===== src/rtl/hl_ptr_pkg.sv =====
package hl_ptr_pkg;

  typedef enum logic [1:0] {
    ACT_HOLD    = 2'd0,
    ACT_LOAD    = 2'd1,
    ACT_TO_LOW  = 2'd2,
    ACT_NEXT_CH = 2'd3
  } ptr_act_e;

endpackage


===== src/rtl/hl_ptr_decode.sv =====
module hl_ptr_decode
  import hl_ptr_pkg::*;
(
  input  logic     mode_10b,
  input  logic     wr_en,
  input  logic     wr_load,
  input  logic     rd_en,
  input  logic     cur_low,
  output ptr_act_e act,
  output logic     rd_take
);

  always_comb begin
    act     = ACT_HOLD;
    rd_take = 1'b0;
    if (wr_en) begin
      act = wr_load ? ACT_LOAD : ACT_HOLD;
    end else if (rd_en) begin
      rd_take = 1'b1;
      if (mode_10b && !cur_low) act = ACT_TO_LOW;
      else                      act = ACT_NEXT_CH;
    end
  end

endmodule


===== src/rtl/hl_ptr_state.sv =====
module hl_ptr_state
  import hl_ptr_pkg::*;
#(
  parameter int CH_W = 3
) (
  input  logic            clk,
  input  logic            rst,
  input  logic            mode_10b,
  input  ptr_act_e        act,
  input  logic            wr_en,
  input  logic [CH_W-1:0] wr_chan,
  input  logic            wr_low,
  output logic [CH_W-1:0] chan_q,
  output logic            low_eff,
  output logic [CH_W-1:0] echo_q
);

  logic low_q;

  always_ff @(posedge clk) begin
    if (rst) begin
      chan_q <= '0;
      low_q  <= 1'b0;
      echo_q <= '0;
    end else begin
      if (wr_en) echo_q <= wr_chan;
      case (act)
        ACT_LOAD: begin
          chan_q <= wr_chan;
          low_q  <= wr_low & mode_10b;
        end
        ACT_TO_LOW:  low_q <= 1'b1;
        ACT_NEXT_CH: begin
          chan_q <= chan_q + 1'b1;
          low_q  <= 1'b0;
        end
        default: ;
      endcase
    end
  end

  assign low_eff = low_q & mode_10b;

endmodule


===== src/rtl/hl_ptr_out.sv =====
module hl_ptr_out #(
  parameter int IDX_W = 4
) (
  input  logic             clk,
  input  logic             rst,
  input  logic             rd_take,
  input  logic [IDX_W-1:0] idx_now,
  output logic             rd_valid,
  output logic [IDX_W-1:0] rd_idx
);

  always_ff @(posedge clk) begin
    if (rst) begin
      rd_valid <= 1'b0;
      rd_idx   <= '0;
    end else begin
      rd_valid <= rd_take;
      if (rd_take) rd_idx <= idx_now;
    end
  end

endmodule


===== src/rtl/hl_read_ptr.sv =====
module hl_read_ptr
  import hl_ptr_pkg::*;
#(
  parameter int CH_W = 3,
  parameter int WR_W = 8
) (
  input  logic            clk,
  input  logic            rst,
  input  logic            mode_10b,
  input  logic            wr_en,
  input  logic [WR_W-1:0] wr_data,
  input  logic            rd_en,
  output logic            rd_valid,
  output logic [CH_W:0]   rd_idx,
  output logic [CH_W-1:0] ptr_chan,
  output logic            ptr_low,
  output logic [WR_W-1:0] readback
);

  localparam int LOAD_BIT = CH_W + 1;
  localparam int IDX_W    = CH_W + 1;
  localparam int PAD_W    = WR_W - IDX_W;

  ptr_act_e        act;
  logic            rd_take;
  logic [CH_W-1:0] chan_q;
  logic [CH_W-1:0] echo_q;
  logic            low_eff;

  hl_ptr_decode u_decode (
    .mode_10b (mode_10b),
    .wr_en    (wr_en),
    .wr_load  (wr_data[LOAD_BIT]),
    .rd_en    (rd_en),
    .cur_low  (low_eff),
    .act      (act),
    .rd_take  (rd_take)
  );

  hl_ptr_state #(.CH_W(CH_W)) u_state (
    .clk      (clk),
    .rst      (rst),
    .mode_10b (mode_10b),
    .act      (act),
    .wr_en    (wr_en),
    .wr_chan  (wr_data[CH_W:1]),
    .wr_low   (wr_data[0]),
    .chan_q   (chan_q),
    .low_eff  (low_eff),
    .echo_q   (echo_q)
  );

  hl_ptr_out #(.IDX_W(IDX_W)) u_out (
    .clk      (clk),
    .rst      (rst),
    .rd_take  (rd_take),
    .idx_now  ({chan_q, low_eff}),
    .rd_valid (rd_valid),
    .rd_idx   (rd_idx)
  );

  assign ptr_chan = chan_q;
  assign ptr_low  = low_eff;

  generate
    if (PAD_W > 0) begin : g_pad
      assign readback = {{PAD_W{1'b0}}, echo_q, low_eff};
    end else begin : g_nopad
      assign readback = {echo_q, low_eff};
    end
  endgenerate

endmodule


===== config.mk =====
export PLATFORM = sky130hd
export DESIGN_NAME = hl_read_ptr
export DESIGN_NICKNAME = d
export VERILOG_FILES = /design/src/rtl/hl_ptr_pkg.sv /design/src/rtl/hl_ptr_decode.sv /design/src/rtl/hl_ptr_state.sv /design/src/rtl/hl_ptr_out.sv /design/src/rtl/hl_read_ptr.sv
export SDC_FILE = /design/constraint.sdc
export NUM_CORES = 1
export LEC_CHECK = 0
export CAP_MARGIN = 20
export CORE_MARGIN = 2
export CORE_UTILIZATION = 40
export DETAILED_ROUTE_END_ITERATION = 8
export PLACE_DENSITY_LB_ADDON = 0.1
export SETUP_SLACK_MARGIN = 0.3
export SLEW_MARGIN = 0
export SYNTH_ARGS = -nofsm -noshare
export SYNTH_HDL_FRONTEND = slang
export SYNTH_SLANG_ARGS = --single-unit

===== constraint.sdc =====
create_clock -name clk -period 2.1 [get_ports clk]
set_input_delay 0.42 -clock clk [delete_from_list [all_inputs] [get_ports clk]]
set_output_delay 0.42 -clock clk [all_outputs]
set_load 0.005 [all_outputs]

==> metrics.txt, run 1 <==
final non-filler cell total=105; Final Critical Period=about 1.7 ns; Core ar.=~0.0013 mm²; GPL Wtd Cong=0.704; Power Dens Cells=635 mW/mm²; period utilization=0.800; Initial Util=0.429; final layout net count=105; number of global-route vias before repair=394; most frequent cells after synthesis=dfxtp_1, nand2_1, buf_4; Setup CP Type=input pin to output pin; synth warn=0; Main synth FF type=dfxtp_1; Synth area leader=dfxtp_1; worst hold slack=~0.45 ns; clk buf depth=2; die area=approximately 0.0017 mm²; fraction of registers with async set/reset=0; Clk Latency, worst-skew pair=roughly 0.28 ns; area growth from synthesis to layout=44.5%; worst-case reg-to-reg path depth=4; clock root buffer=clkbuf_4; CTS buffer count=3; Die Width=roughly 42 µm; CTS HTree Levels=1; maxcap violations=0; Post-DP Area=a little under 800 µm²; Critical Path RT=1.68 ns; Netlist Area Pre-Place=between 500 and 600 µm²; Post-CTS Hold Fix Bufs=0; EDFF count, synth=0; worst hold path depth=2; RSZ-0062 raised after global routing=no; row cnt=13; Synth Register Bits=12; post-route cell area=~820 µm²; Clk pin slew, worst setup/hold paths=about 0.08 ns; die height=41.6 µm; Overflow after GRT=0; share of cells above drive strength 1=0.0889; DRC violations left=0; Final Hold Vio Count=0; Peak Freq=about 600 MHz; Worst Setup End Kind=output pin; ant diodes=0; via count=521; CTS-repair resized insts=3; total placed cells including tap cells=just over 100; Setup Viol. Count Final=0; drt via density=4.96; routed wire length=1050 µm; sequential cell area fraction in the yosys report=0.425; Post-DP HPWL=815 µm; first-pass GRT wire length=1750 µm; Port Buffer Count=22; DRT iter0 DRCs=10; max-slew violations=0; largest net degree at the start of global routing=13; Yosys top cell area share=0.425; GR Util All Layers=0.134; crit path DAT=1.26 ns; Post-DRT Antenna Nets=0; initial antenna violation count=0; Setup Fix Bufs, Post-CTS=0; Mapped Cells=66; Synth cell types=26; drt first pass iters=4; final core utilization=0.620; synth top area cells=dfxtp_1, buf_4, nand2_1, mux2i_1, a21oi_1; run status=complete, no violations; Setup Total Neg Slack=0 ns; count leader, synth=dfxtp_1; Ports=30; Clock Skew=approximately 0.0037 ns; worst hold path class=flip-flop to flip-flop; Synth Area per Inst=between 8 and 9 µm²; CTS tree=done; Pleak=between 0.0003 and 0.0004 µW; TritonCTS sink count=12; CP Launch Type=input pin; top fanout value on the critical path=3; VDD IR max=0.375 mV; Wirelength per Cell=10.0 µm
## cells by family after synthesis
family                   after synthesis  synth area share
AO/OA/AOI/OAI                         10             0.117
adder cells (fa/ha/maj)                1            0.0221
buffers and inverters                  9             0.108
flip-flops                            12             0.425
multiplexers                           3            0.0531
other                                  1           0.00663
AND/OR/NAND/NOR                       30             0.268
## worst max-delay path: stages
cell             delay (ns)
clkdlybuf4s50_1        0.47
and2_4                 0.14
dlygate4sd2_1          0.22
## routing by layer
| layer | global-route usage | up-vias | share of wire |
|---|---|---|---|
| met1 | 0.170 | 222 | 0.49 |
| li1 | - | 276 | - |
| met4 | 0.0968 | 0 | 0.033 |
| met2 | 0.197 | 18 | 0.42 |
| met5 | 0 | - | 0 |
| met3 | 0.0304 | 5 | 0.059 |
## through the flow
stage	worst slack, ns	total power [µW]
after detailed placement	0.122	340
final	0.420	518
after floorplan	0.746	296
after CTS	0.414	525
after global placement	0.127	339
after global routing	0.358	547
## cell usage in the layout (no fill, tap or decap), types with 2 or more instances in the layout
| cell type | count |
|---|---|
| nor2b_1 | 3 |
| a21oi_1 | 4 |
| conb_1 | 4 |
| dfxtp_1 | 12 |
| buf_4 | 3 |
| a31oi_1 | 2 |
| clkdlybuf4s50_1 | 20 |
| mux2i_1 | 3 |
| nand2b_1 | 3 |
| nor3_1 | 3 |
| nand2_1 | 9 |
| dlygate4sd2_1 | 2 |
| nand3_1 | 3 |
| nor2_1 | 4 |
| clkbuf_4 | 3 |
## state kept, by name, indices dropped and copies added, names as in the netlist
name and cells:
u_out.rd_idx 4, u_state.low_q 1, u_state.echo_q 3, u_state.chan_q 3
u_out.rd_valid 1
## report_power, final
part / switching [µW] / total (µW) / internal, µW / leakage [µW]
Combinational: 34.4 / 86.8 / 52.4 / 0.000208
Sequential: 8.32 / 247 / 239 / 0.0000983
Clock: 79.3 / 185 / 105 / 0.0000210
Total: 122 / 518 / 396 / 0.000327
## final timing paths
path / start / end / slack, ns
setup / recovery: mode_10b / ptr_low / 0.42
hold / removal: u_out.rd_idx[1]$_SDFFE_PP0P_ / u_out.rd_idx[1]$_SDFFE_PP0P_ / 0.45
setup reg to reg: u_state.chan_q[0]$_SDFFE_PP0P_ / u_state.chan_q[2]$_SDFFE_PP0P_ / 0.76
hold reg to reg: u_out.rd_idx[1]$_SDFFE_PP0P_ / u_out.rd_idx[1]$_SDFFE_PP0P_ / 0.45
## layout make-up
| cell class | instances | area (µm²) |
|---|---|---|
| sequential | 12 | 240 |
| timing repair buffer | 25 | 240 |
| multi-input combinational | 48 | 278 |
| fill | 126 | 500 |
| clock buffer | 4 | 36.3 |
| tap | 15 | 18.8 |
| inverter | 1 | 3.75 |
Note: power is estimated with default switching activity, not from simulation.
==> run 2, diff against run 1 <==
--- a/config.mk
+++ b/config.mk
@@ -7,7 +7,7 @@
 export LEC_CHECK = 0
 export CAP_MARGIN = 20
 export CORE_MARGIN = 2
-export CORE_UTILIZATION = 40
+export CORE_UTILIZATION = 33
 export DETAILED_ROUTE_END_ITERATION = 8
 export PLACE_DENSITY_LB_ADDON = 0.1
 export SETUP_SLACK_MARGIN = 0.3
==> constraint.sdc (replaced) <==
create_clock -name clk -period 1.5 [get_ports clk]
set_input_delay 0.3 -clock clk [delete_from_list [all_inputs] [get_ports clk]]
set_output_delay 0.3 -clock clk [all_outputs]
set_load 0.005 [all_outputs]
==> metrics.txt, run 2 (same netlist as run 1, synthesis figures left out) <==
run status=complete, no violations; Initial Util=0.363 (-0.0665); TritonCTS sink count=12 (unchanged); Critical-path top delay cell=or4_1; most common cell after layout, fill and taps aside=dlygate4sd2_1; GPL Wtd Cong=0.677 (-3.8%); Peak Freq=about 810 MHz; Pleak=0.000440 µW (+35%); VDD IR max=0.451 mV (+20%); ant diodes=0 (unchanged); DRT iter0 DRCs=8 (-2); max-slew violations=0 (unchanged); Wirelength per Cell=10.3 µm (+3.1%); CTS HTree Levels=1 (unchanged); Power Dens Cells=817 mW/mm² (+29%); first-pass GRT wire length=2080 µm (+19%); crit path capture=u_state.chan_q[2]$_SDFFE_PP0P_; CTS tree=done; commonest non-fill, non-tap cells in the layout=dlygate4sd2_1, buf_4, nand2_1; CP delay by family, top=simple AND/OR/NAND/NOR gates; share of cells above drive strength 1=0.284 (+0.195); register area=245 µm² (+2.1%); CP bufs+invs=2 (unchanged); Setup CP Type=flip-flop to flip-flop; Critical Path RT=1.70 ns (+0.02 ns); CP Launch Type=flip-flop; Clk pin slew, worst setup/hold paths=0.08 ns (about the same); Worst Setup End Kind=flip-flop; worst hold path class=flip-flop to flip-flop; area growth from synthesis to layout=61.9%; final layout net count=117 (+11%); Hold Startpoint=u_out.rd_idx[0]$_SDFFE_PP0P_; worst-case reg-to-reg path depth=5 (+1); CP cell instances=buf_6 -> ha_4 -> inv_2 -> or4_1 -> a31oi_1; r2r endpoint=u_state.chan_q[2]$_SDFFE_PP0P_; DRC violations left=0 (unchanged); area of the multi-input gates=298 µm² (+7.2%); row cnt=14 (+1); top fanout value on the critical path=2 (-1); Post-DP Area=815 µm² (+4.3%); CTS buffer count=3 (unchanged); biggest regs=u_out.rd_idx: 4 flops, u_state.chan_q: 3 flops, u_state.echo_q: 3 flops; Biggest register=u_out.rd_idx; GR Util All Layers=0.139 (+0.00552); Final Critical Period=roughly 1.2 ns; Worst Setup SP=u_state.chan_q[0]$_SDFFE_PP0P_; Final Hold Vio Count=0 (unchanged); via count=560 (+7.5%); initial antenna violation count=0 (unchanged); Post-DP HPWL=848 µm (+4.1%); crit path DAT=1.44 ns (+0.18 ns); CP peak stage delay=0.46 ns (about the same); die height=45.4 µm (+9.1%); RSZ-0062 raised after global routing=yes; Post-CTS Hold Fix Bufs=0 (unchanged); Die Width=45.4 µm (+9.1%); Clock Skew=0.00509 ns (+0.00136 ns); Core ar.=0.00156 mm² (+18%); fill cell count=163 (+29%); drt first pass iters=2 (-2); dpl ws=-0.254 ns (-0.377 ns); clk buf depth=2 (unchanged); Worst path depth=5 (+2); final core utilization=0.587 (-0.0327); Setup Viol. Count Final=0 (unchanged); Ports=30 (unchanged); setup slack after layout=0.261 ns (-0.159 ns); setup slack, reg-to-reg=0.26 ns (-0.50 ns); Overflow after GRT=0 (unchanged); maxcap violations=0 (unchanged); Port Buffer Count=22 (unchanged); die area=0.00206 mm² (+19%); period utilization=0.826; drt via density=4.75 (-4.4%); Clk Latency, worst-skew pair=0.27 ns (about the same); Post-DRT Antenna Nets=0 (unchanged); number of global-route vias before repair=526 (+34%); post-route cell area=916 µm² (+12%); r2r startpoint=u_state.chan_q[0]$_SDFFE_PP0P_; clock root buffer=clkbuf_4; max reg flops=4 (unchanged); largest net degree at the start of global routing=13 (unchanged); routed wire length=1220 µm (+16%); worst hold slack=0.450 ns (-0.00363 ns)
## run 2: area by class of cell
class,instances,area share
flip-flops and latches,12,0.268
well taps,16,0.0219
repair buffers,37,0.342
multi-input cells,48,0.325
clock buffers,4,0.0396
inverters,1,0.00410
## run 2: worst min path at each step
stage | to | slack (ns) | cells past startpoint
2_1_floorplan | u_state.chan_q[1]$_SDFFE_PP0P_ | 0.37 | 1
3_3_place_gp | u_out.rd_idx[3]$_SDFFE_PP0P_ | 0.44 | 2
3_5_place_dp | u_out.rd_idx[1]$_SDFFE_PP0P_ | 0.45 | 2
4_1_cts | u_out.rd_idx[1]$_SDFFE_PP0P_ | 0.45 | 2
5_1_grt | u_out.rd_idx[0]$_SDFFE_PP0P_ | 0.48 | 2
6_report | u_out.rd_idx[0]$_SDFFE_PP0P_ | 0.45 | 2
## run 2: repair_timing
item                                    4_1_cts  5_1_grt
gates resized for setup                      30        1
pin swaps                                     3        1
setup buffers                                 7        1
endpoints found under the setup margin       16        2
## run 2: routing by layer
metal | GRT usage | up-vias | routed length (µm)
met5 | 0 | - | 0
met4 | 0.0353 | 0 | 6
met3 | 0.0675 | 2 | 87
met2 | 0.237 | 20 | 580
met1 | 0.155 | 246 | 546
li1 | - | 292 | -
## run 2: worst min-delay path, cell delays in order (launching register included)
cell,delay [ns]
dfxtp_1,0.31
nand2_1,0.05
a21oi_1,0.05
## run 2: where the power goes
part / switching, µW / internal (µW) / total [µW] / leakage [µW]
Combinational: 61.8 / 89.3 / 151 / 0.000319
Clock: 106 / 148 / 254 / 0.0000210
Sequential: 7.55 / 336 / 343 / 0.0000998
Total: 175 / 572 / 748 / 0.000440
## run 2: per-stage QoR
step,instances,total power [µW],TNS (ns)
4_1_cts,117,759,0
3_3_place_gp,106,485,-0.702
5_1_grt,118,791,0
6_report,118,748,0
2_1_floorplan,69,416,0
3_5_place_dp,106,486,-0.740
==> run 3, diff against run 2 <==
==> constraint.sdc (replaced) <==
create_clock -name clk -period 1.1 [get_ports clk]
set_input_delay 0.22 -clock clk [delete_from_list [all_inputs] [get_ports clk]]
set_output_delay 0.22 -clock clk [all_outputs]
set_load 0.005 [all_outputs]
==> metrics.txt, run 3 (same netlist as run 1, synthesis figures left out) <==
run status=finished, violations left; failing checks=negative setup slack; metal3 WL=73 µm (-16%); combinational share of power=0.253 (+0.051); P_sw=265 µW (+51%); number of global-route vias before repair=494 (-6.1%); hold worst-path end=u_state.chan_q[0]$_SDFFE_PP0P_; commonest non-fill, non-tap cells in the layout=buf_4, buf_6, dfxtp_2; Clk pin slew, worst setup/hold paths=0.08 ns (about the same); Port Buffer Count=22 (unchanged); Wirelength per Cell=11.3 µm (+9.1%); max-slew violations=0 (unchanged); maxcap violations=0 (unchanged); period utilization=1.16 (+0.331); Highest Signal Layer=met4; GR Util All Layers=0.152 (+0.0130); DRT iter0 DRCs=2 (-6); DRC violations left=0 (unchanged); Final Hold Vio Count=0 (unchanged); final layout net count=126 (+7.7%); Worst Setup End Kind=flip-flop; Setup Total Neg Slack=-0.312 ns (-0.312 ns); Power Dens Cells=1040 mW/mm² (+27%); Critical Path RT=1.29 ns (-0.41 ns); row cnt=14 (unchanged); met2 WL post-DR=736 µm (+27%); worst hold path class=input pin to flip-flop; Pleak=0.000498 µW (+13%); final core utilization=0.676 (+0.0883); clock power share=0.318 (-0.021); RSZ-0062 raised after global routing=yes; via count=606 (+8.2%); Ports=30 (unchanged); Post-DRT Antenna Nets=0 (unchanged); drt first pass iters=3 (+1); fill cell count=136 (-17%); die height=45.4 µm (unchanged); setup slack after layout=-0.173 ns (-0.433 ns); Biggest register=u_out.rd_idx; initial antenna violation count=0 (unchanged); ant diodes=0 (unchanged); drt via density=4.77 (+0.55%); first-pass GRT wire length=2190 µm (+5.3%); CTS buffer count=3 (unchanged); area growth from synthesis to layout=86.3%; Final Critical Period=1.27 ns (+0.0334 ns); Internal=829 µW (+45%); share of cells above drive strength 1=0.577 (+0.292); Initial Util=0.363 (unchanged); Clock Skew=0.00537 ns (+0.000278 ns); Setup Viol. Count Final=4 (+4); area of the multi-input gates=343 µm² (+15%); Post-CTS Hold Fix Bufs=0 (unchanged); CTS HTree Levels=1 (unchanged); Post-DP HPWL=1020 µm (+21%); Reg power frac=0.429 (-0.030); Clk Latency, worst-skew pair=0.27 ns (about the same); VDD IR max=0.461 mV (+2.1%); most common cell after layout, fill and taps aside=buf_4; TritonCTS sink count=12 (unchanged); setup slack, reg-to-reg=-0.17 ns (-0.43 ns); Core ar.=0.00156 mm² (unchanged); GPL Wtd Cong=0.741 (+9.5%); r2r endpoint=u_state.chan_q[2]$_SDFFE_PP0P_; die area=0.00206 mm² (unchanged); Peak Freq=786 MHz (-2.6%); crit path DAT=1.46 ns (+0.02 ns); worst-case reg-to-reg path depth=5 (unchanged); biggest regs=u_out.rd_idx: 4 flops, u_state.chan_q: 3 flops, u_state.echo_q: 3 flops; clk buf depth=2 (unchanged); CTS tree=done; Overflow after GRT=0 (unchanged); largest net degree at the start of global routing=11 (-2); routed wire length=1430 µm (+17%); top fanout value on the critical path=2 (unchanged); max reg flops=4 (unchanged); CP Launch Type=flip-flop; Setup CP Type=flip-flop to flip-flop; clock root buffer=clkbuf_4; Hold Startpoint=rst; met1 wire length=604 µm (+11%); Sw Share=0.242 (+0.00771); worst hold path depth=2 (unchanged); r2r startpoint=u_state.chan_q[1]$_SDFFE_PP0P_; Die Width=45.4 µm (unchanged); register area=259 µm² (+5.6%)
[run 3: changes by cell type in the layout (fill, tap and decap cells not counted), sizes merged]
| cell | before | now |
|---|---|---|
| buf | 17 | 37 |
| clkdlybuf4s15 | 0 | 2 |
| clkdlybuf4s50 | 6 | 4 |
| dlygate4sd2 | 14 | 3 |
[run 3: layer usage]
layer / GRT usage / vias up
met5: 0 / -
met4: 0.0882 / 0
met3: 0.0357 / 2
met2: 0.234 / 20
met1: 0.194 / 274
li1: - / 310
[run 3: critical path, cell delays in order, from the launching register on]
cell and delay [ns]:
dfxtp_4 0.35, buf_6 0.10, ha_4 0.12, inv_2 0.03, or4_1 0.46, a31oi_1 0.13
[run 3: metrics by stage]
stage	area [µm²]	hold slack (ns)	power (µW)	instances	worst slack (ns)
after floorplan	618	0.289	580	69	-0.0414
after global placement	918	0.440	703	115	-0.451
after detailed placement	918	0.447	705	115	-0.470
after CTS	987	0.381	1080	125	-0.164
after global routing	1050	0.431	1170	127	-0.204
final	1050	0.397	1090	127	-0.173
[run 3: layout make-up]
| type | instances | area share |
|---|---|---|
| clock buffer | 4 | 0.0344 |
| inverter | 1 | 0.00356 |
| multi-input combinational | 48 | 0.325 |
| sequential | 12 | 0.246 |
| tap | 16 | 0.0190 |
| timing repair buffer | 46 | 0.372 |
[run 3: repair_timing]
action,CTS,global route
pin swaps,3,5
cloned,0,0
setup buffers,6,2
endpoints found under the setup margin,25,21
hold endpoints to repair,0,0
resized for setup,73,14
[run 3: how the worst max path moves through the flow]
stage                                        start                             end  slack, ns
floorplan           u_state.chan_q[1]$_SDFFE_PP0P_  u_state.chan_q[2]$_SDFFE_PP0P_      -0.04
global placement                             rd_en  u_state.chan_q[2]$_SDFFE_PP0P_      -0.45
detailed placement                           rd_en  u_state.chan_q[2]$_SDFFE_PP0P_      -0.47
CTS                 u_state.chan_q[1]$_SDFFE_PP0P_  u_state.chan_q[2]$_SDFFE_PP0P_      -0.16
global route        u_state.chan_q[0]$_SDFFE_PP0P_  u_state.chan_q[2]$_SDFFE_PP0P_      -0.20
finish              u_state.chan_q[1]$_SDFFE_PP0P_  u_state.chan_q[2]$_SDFFE_PP0P_      -0.17
[run 3: power by group through the flow]
stage	Sequential (µW)	Combinational (µW)	Clock, µW
global placement	479	224	0
CTS	469	244	366
detailed placement	480	226	0
floorplan	484	95.4	0
global route	473	303	394
finish	470	277	347
